===== src/rtl/vlt_pkg.sv =====
package vlt_pkg;
  localparam int unsigned SLOT_WIDE        = 16;
  localparam int unsigned SLOT_NARROW      = 20;
  localparam int unsigned SYNC_SLOT_WIDE   = 21;
  localparam int unsigned SYNC_STRETCH     = 332;
  localparam int unsigned POST_SLOTS_WIDE  = 9;
  localparam int unsigned VINT_SLOTS_NARR  = 33 + 20 + 7;
  localparam int unsigned SYNC_END_SLOT_N  = 33;
  // sync end points
  localparam int unsigned SYNC_END_WIDE    = SYNC_SLOT_WIDE * SLOT_WIDE + SYNC_STRETCH;   // 668
  localparam int unsigned SYNC_END_NARR    = SYNC_END_SLOT_N * SLOT_NARROW;               // 660
  localparam int unsigned VINT_CLK_WIDE    = SYNC_END_WIDE + POST_SLOTS_WIDE * SLOT_WIDE; // 812
  localparam int unsigned VINT_CLK_NARR    = VINT_SLOTS_NARR * SLOT_NARROW;               // 1200
  localparam int unsigned HBL_CLR_WIDE     = SYNC_END_WIDE + 61 * 4;                      // 912
  localparam int unsigned HBL_CLR_NARR     = SYNC_END_NARR + 46 * 5;                      // 890

  typedef struct packed {
    logic wide;
    logic pal;
  } mode_t;
endpackage


===== src/rtl/vlt_raster.sv =====
module vlt_raster
  import vlt_pkg::*;
#(
  parameter int unsigned LINE_CLKS = 3420,
  parameter int unsigned TOT_NTSC  = 262,
  parameter int unsigned TOT_PAL   = 313,
  parameter int unsigned HW        = 12,
  parameter int unsigned LW        = 9
) (
  input  logic          clk_i,
  input  logic          rst_ni,
  input  mode_t         mode_i,
  output logic [HW-1:0] hpos_o,
  output logic [LW-1:0] line_o,
  output mode_t         mode_q_o,
  output logic          line_end_o
);
  localparam logic [HW-1:0] HLAST  = HW'(LINE_CLKS - 1);
  localparam logic [LW-1:0] LLAST_N = LW'(TOT_NTSC - 1);
  localparam logic [LW-1:0] LLAST_P = LW'(TOT_PAL - 1);

  logic frame_end;
  assign line_end_o = (hpos_o == HLAST);
  assign frame_end  = line_end_o && (line_o == (mode_q_o.pal ? LLAST_P : LLAST_N));

  always_ff @(posedge clk_i or negedge rst_ni) begin
    if (!rst_ni) begin
      hpos_o   <= '0;
      line_o   <= '0;
      mode_q_o <= '0;
    end else begin
      hpos_o <= line_end_o ? '0 : hpos_o + 1'b1;
      if (frame_end) begin
        line_o   <= '0;
        mode_q_o <= mode_i;
      end else if (line_end_o) begin
        line_o <= line_o + 1'b1;
      end
    end
  end


  hpos_wrap_chk: assert property (@(posedge clk_i) disable iff (!rst_ni)
    line_end_o |=> hpos_o == '0);

  line_hold_chk: assert property (@(posedge clk_i) disable iff (!rst_ni)
    !line_end_o |=> $stable(line_o));

  mode_hold_chk: assert property (@(posedge clk_i) disable iff (!rst_ni)
    !frame_end |=> $stable(mode_q_o));
endmodule


===== src/rtl/vlt_hint.sv =====
module vlt_hint #(
  parameter int unsigned HCW = 8
) (
  input  logic           clk_i,
  input  logic           rst_ni,
  input  logic           line_end_i,
  input  logic           active_i,
  input  logic [HCW-1:0] reload_i,
  output logic [HCW-1:0] cnt_o,
  output logic           fire_o
);
  assign fire_o = line_end_i && active_i && (cnt_o == '0);

  always_ff @(posedge clk_i or negedge rst_ni) begin
    if (!rst_ni)                      cnt_o <= '0;
    else if (line_end_i) begin
      if (!active_i || fire_o)        cnt_o <= reload_i;
      else                            cnt_o <= cnt_o - 1'b1;
    end
  end


  hcnt_hold_chk: assert property (@(posedge clk_i) disable iff (!rst_ni)
    !line_end_i |=> $stable(cnt_o));

  hcnt_reload_chk: assert property (@(posedge clk_i) disable iff (!rst_ni)
    fire_o |=> cnt_o == $past(reload_i));
endmodule


===== src/rtl/vlt_pend.sv =====
module vlt_pend (
  input  logic clk_i,
  input  logic rst_ni,
  input  logic set_i,
  input  logic ack_i,
  output logic pend_o
);
  always_ff @(posedge clk_i or negedge rst_ni) begin
    if (!rst_ni)    pend_o <= 1'b0;
    else if (set_i) pend_o <= 1'b1;   // set beats ack
    else if (ack_i) pend_o <= 1'b0;
  end


  set_wins_chk: assert property (@(posedge clk_i) disable iff (!rst_ni)
    set_i |=> pend_o);

  ack_clear_chk: assert property (@(posedge clk_i) disable iff (!rst_ni)
    (ack_i && !set_i) |=> !pend_o);

  rise_src_chk: assert property (@(posedge clk_i) disable iff (!rst_ni)
    $rose(pend_o) |-> $past(set_i));
endmodule


===== src/rtl/vid_line_timing.sv =====
module vid_line_timing
  import vlt_pkg::*;
#(
  parameter int unsigned LINE_CLKS = 3420,
  parameter int unsigned ACT_NTSC  = 224,
  parameter int unsigned ACT_PAL   = 240,
  parameter int unsigned TOT_NTSC  = 262,
  parameter int unsigned TOT_PAL   = 313,
  parameter int unsigned HCW       = 8,
  parameter int unsigned HW        = $clog2(LINE_CLKS),
  parameter int unsigned LW        = $clog2((TOT_PAL > TOT_NTSC) ? TOT_PAL : TOT_NTSC)
) (
  input  logic           clk_i,
  input  logic           rst_ni,
  input  logic           wide_i,
  input  logic           pal_i,
  input  logic           vint_en_i,
  input  logic [HCW-1:0] hint_reload_i,
  input  logic           dma_busy_i,
  input  logic           vint_ack_i,
  input  logic           hint_ack_i,
  output logic [HW-1:0]  hpos_o,
  output logic [LW-1:0]  line_o,
  output logic           vint_pend_o,
  output logic           vint_irq_o,
  output logic           hint_pend_o,
  output logic [HCW-1:0] hint_cnt_o,
  output logic [3:0]     status_o
);
  localparam logic [LW-1:0] ACT_N_L = LW'(ACT_NTSC);
  localparam logic [LW-1:0] ACT_P_L = LW'(ACT_PAL);
  localparam logic [HW-1:0] VPT_W   = HW'(VINT_CLK_WIDE);
  localparam logic [HW-1:0] VPT_N   = HW'(VINT_CLK_NARR);
  localparam logic [HW-1:0] HBC_W   = HW'(HBL_CLR_WIDE);
  localparam logic [HW-1:0] HBC_N   = HW'(HBL_CLR_NARR);
  localparam int unsigned   NFLAG   = 2;

  mode_t          mode_in, mode_q;
  logic           line_end, vblank, hblank, hint_fire;
  logic [LW-1:0]  act_lines;
  logic [NFLAG-1:0] f_set, f_ack, f_pend;

  assign mode_in = '{wide: wide_i, pal: pal_i};

  vlt_raster #(.LINE_CLKS(LINE_CLKS), .TOT_NTSC(TOT_NTSC), .TOT_PAL(TOT_PAL),
               .HW(HW), .LW(LW)) i_raster (
    .clk_i, .rst_ni, .mode_i(mode_in), .hpos_o, .line_o,
    .mode_q_o(mode_q), .line_end_o(line_end)
  );

  assign act_lines = mode_q.pal ? ACT_P_L : ACT_N_L;
  assign vblank    = (line_o >= act_lines);
  assign hblank    = (hpos_o < (mode_q.wide ? HBC_W : HBC_N));

  vlt_hint #(.HCW(HCW)) i_hint (
    .clk_i, .rst_ni, .line_end_i(line_end), .active_i(!vblank),
    .reload_i(hint_reload_i), .cnt_o(hint_cnt_o), .fire_o(hint_fire)
  );

  assign f_set[0] = (line_o == act_lines) && (hpos_o == (mode_q.wide ? VPT_W : VPT_N));
  assign f_set[1] = hint_fire;
  assign f_ack    = {hint_ack_i, vint_ack_i};

  for (genvar g = 0; g < NFLAG; g++) begin : g_flag
    vlt_pend i_pend (.clk_i, .rst_ni, .set_i(f_set[g]), .ack_i(f_ack[g]), .pend_o(f_pend[g]));
  end

  assign vint_pend_o = f_pend[0];
  assign hint_pend_o = f_pend[1];
  assign vint_irq_o  = vint_pend_o & vint_en_i;
  assign status_o    = {vblank, hblank, dma_busy_i, 1'b0};
endmodule


===== config.mk =====
export PLATFORM = sky130hd
export DESIGN_NAME = vid_line_timing
export DESIGN_NICKNAME = d
export VERILOG_FILES = /design/src/rtl/vlt_pkg.sv /design/src/rtl/vlt_raster.sv /design/src/rtl/vlt_hint.sv /design/src/rtl/vlt_pend.sv /design/src/rtl/vid_line_timing.sv
export SDC_FILE = /design/constraint.sdc
export NUM_CORES = 1
export LEC_CHECK = 0
export CAP_MARGIN = 20
export CORE_UTILIZATION = 25
export CTS_BUF_LIST = sky130_fd_sc_hd__clkbuf_4
export DETAILED_ROUTE_END_ITERATION = 10
export DONT_BUFFER_PORTS = 1
export HOLD_SLACK_MARGIN = 0.06
export PLACE_DENSITY_LB_ADDON = 0.15
export SLEW_MARGIN = 10
export SYNTH_ARGS = -nofsm -noshare
export SYNTH_HDL_FRONTEND = slang
export SYNTH_SLANG_ARGS = --single-unit
export TNS_END_PERCENT = 20

===== constraint.sdc =====
create_clock -name clk_i -period 2.61 [get_ports clk_i]
set_input_delay 0.522 -clock clk_i [delete_from_list [all_inputs] [get_ports clk_i]]
set_output_delay 0.522 -clock clk_i [all_outputs]
set_load 0.02 [all_outputs]

==> reports/qor.txt <==
Max incr delay on CP: 0.39 ns
IO Pins: 52
DRT iter0 DRCs: 63
Post-synthesis register bit count: 33
Synth Instances: 215
Final Max Slew Viols: 0
Share of cells above drive strength 1: 15.74%
Crit share post-route: 92.59%
Yosys top cell by area: dfrtp_1
Slowest-stage cell, CP: dfrtp_1
Fin crit period: 2.417 ns
DP Worst Slack: 0.3364 ns
Reg2Reg Setup Slack: 0.41 ns
Synth top area cells: dfrtp_1 40%, ha_1 6.7%, nand2_1 3.7%, xor2_1 3.4%, nor2_1 3.3%
First-pass GRT wire length: 9.232 mm
Most frequent cell after synthesis: dfrtp_1
Post-synthesis xor/xnor area fraction: 5.979%
First-pass iteration count of the detailed router: 4
Fin nets: 261
Ys async rst share: 100.0%
Clk_lat worst skew: 0.35 ns
Setup TNS: 0 ns
DRC violation count after routing: 0
Starting Density: 26.13%
Least-Margin Pin Slew: 0.5121 ns
Routed Antenna Nets: 0
CTS Sinks: 33
Vias per std cell: 5.077
Post-DP HPWL: 4.209 mm
Largest net degree at the start of global routing: 34
Worst setup path category: reg -> out
Final hold vios: 0
VDD IR max: 124.8 uV
Worst path bufs/invs: 2
Worst-case clock buffer depth: 2
Number of buffers created by CTS: 5
CP Data Arrival Time: 1.89 ns
GRT Overall Usage: 14.13%
Final Util: 30.17%
Worst EP required: 2.09 ns
Worst slew margin: 65.86%
Maximum fanout along the worst path: 7
Worst-path clk slew: 0.11 ns
GPL Wtd Cong: 0.7054
Port Buf Inserts: 0
Post-CTS Setup Inserts: 0
Die Ht: 92.57 um
Overflow after GRT: 0
Power Density: 349.0 nW/um^2
Setup violators final: 0
CP dominant cell by count: inv_1
Final Cell Area: 2367 um^2
Max-Cap Viols: 0
Final wirelength: 5.629 mm
Die area: 8569 um^2
Synth Area in Compound Gates: 12.93%
Post-synth top cells: 33 x dfrtp_1, 20 x nand2_1, 18 x nor2_1
Fmax: 0.4138 GHz
Worst Hold Class: in -> reg
Mux share of post-synthesis cell area: 2.502%
Post-synthesis area per instance: 9.538 um^2
H-Tree Depth: 2
Crit end category: output port
Adder-Cell Fraction of Synth Area: 6.711%
Largest family of logic cells by synthesized area: simple AND/OR/NAND/NOR gates
Crit path launch type: register
DR WL/cell: 16.70 um
Vias in the first global route: 1675
RSZ-0062 raised after global routing: no
Yosys top cell area share: 40.27%
EDFF count, synth: 0
Sequential-to-total area share from yosys stat: 40.27%
Initial antenna violation count: 0
Core Area: 7848 um^2
Worst Skew: 0.01920 ns
Root buffer cell: clkbuf_4
Syn-to-layout area delta: 15.44%
Antenna cell count: 0
Die width: 92.57 um
Worst Slack Setup Final: 0.1934 ns
Library cells used by synthesis: 49
Post-synth net total: 242
DP Area: 2267 um^2
Via Count: 1711
Outcome: completed
Yosys warning total: 0
Leak pwr: 0.001014 uW
CTS tree: done
Synth Area in Simple Gates: 27.15%
Synthesized area: 2051 um^2
Cell Chain, Critical Path: inv_1 > ha_1 > nor4bb_4 > o22ai_2 > inv_1
Largest delay share family, worst path: flip-flops
Row cnt: 32
Synth Flop Type: dfrtp_1
==> final timing paths <==
path,startpoint,end,cells past startpoint
max,i_raster.line_o[4],status_o[3],5
min,vint_ack_i,g_flag[0].i_pend.pend_o,1
max reg2reg,i_raster.hpos_o[6],i_hint.cnt_o[5],5
min reg2reg,i_raster.mode_q_o[0],i_raster.mode_q_o[0],1
max in group asynchronous,rst_ni,g_flag[0].i_pend.pend_o,2
min in group asynchronous,rst_ni,i_hint.cnt_o[6],2
==> layout make-up <==
type | count | area [um^2]
Clock inverter | 2 | 10.01
Inverter | 11 | 41.29
Tap cell | 102 | 127.6
Sequential cell | 33 | 825.8
Clock buffer | 6 | 45.04
Timing Repair Buffer | 20 | 165.2
Multi-Input combinational cell | 163 | 1152
Fill cell | 860 | 5480
==> report_power, final <==
part	total [uW]	switching (uW)	internal [uW]
clock network	298	185	113
logic	16.8	12.3	4.52
registers	511	0.000000000000274	511
==> state kept, by name, summed over array words and instances, names as in the netlist <==
| signal | count |
|---|---|
| i_raster.line_o | 9 |
| i_raster.mode_q_o | 2 |
| i_raster.hpos_o | 12 |
| g_flag.i_pend.pend_o | 2 |
| i_hint.cnt_o | 8 |
==> cell families after synthesis <==
group / Yosys count
mux: 5
xor+xnor: 14
buf+inv: 19
fa+ha+maj: 11
flops: 33
compound gates: 36
other cells: 1
simple gates: 96
==> what timing repair did <==
action	CTS	global route
endpoints found under the hold margin	33	0
hold buffers	2	0
gates resized for setup	1	1
pin swaps	0	0
setup endpoints to repair	1	1
==> placed cells by master (no fill, tap or decap), types with 6 or more instances in the layout <==
master,n
dfrtp_1,33
nand2_1,20
nor2_1,18
buf_4,18
inv_1,11
nor3_1,11
ha_1,11
nand3_1,9
nand4_1,8
xor2_1,8
o21ai_0,7
xnor2_1,6
clkbuf_4,6
==> metal layers <==
layer / GRT usage, % / wire (um) / part of all wire, % / vias up
li1: - / - / - / 816
met1: 16.99 / 2433 / 43 / 824
met2: 22.28 / 2546 / 45 / 62
met3: 5.911 / 551 / 9.8 / 9
met4: 5.469 / 97 / 1.7 / 0
met5: 0 / 0 / 0 / -
==> through the flow <==
stage	std cells	power (uW)	hold slack, ns
after floorplan	215	526.2	0.2264
after global placement	327	522.7	0.2271
after detailed placement	327	522.7	0.2272
after CTS	337	848.2	0.2552
after global routing	337	869.3	0.2521
final	337	826.2	0.2752
==> worst register-to-register path, delay by kind of cell (launching register included) <==
kind / cells / cell delay, ns
flip-flops: 1 / 0.68
AND/OR/NAND/NOR: 2 / 0.72
AO/OA/AOI/OAI: 3 / 0.71
Note: power is estimated with default switching activity, not from simulation.
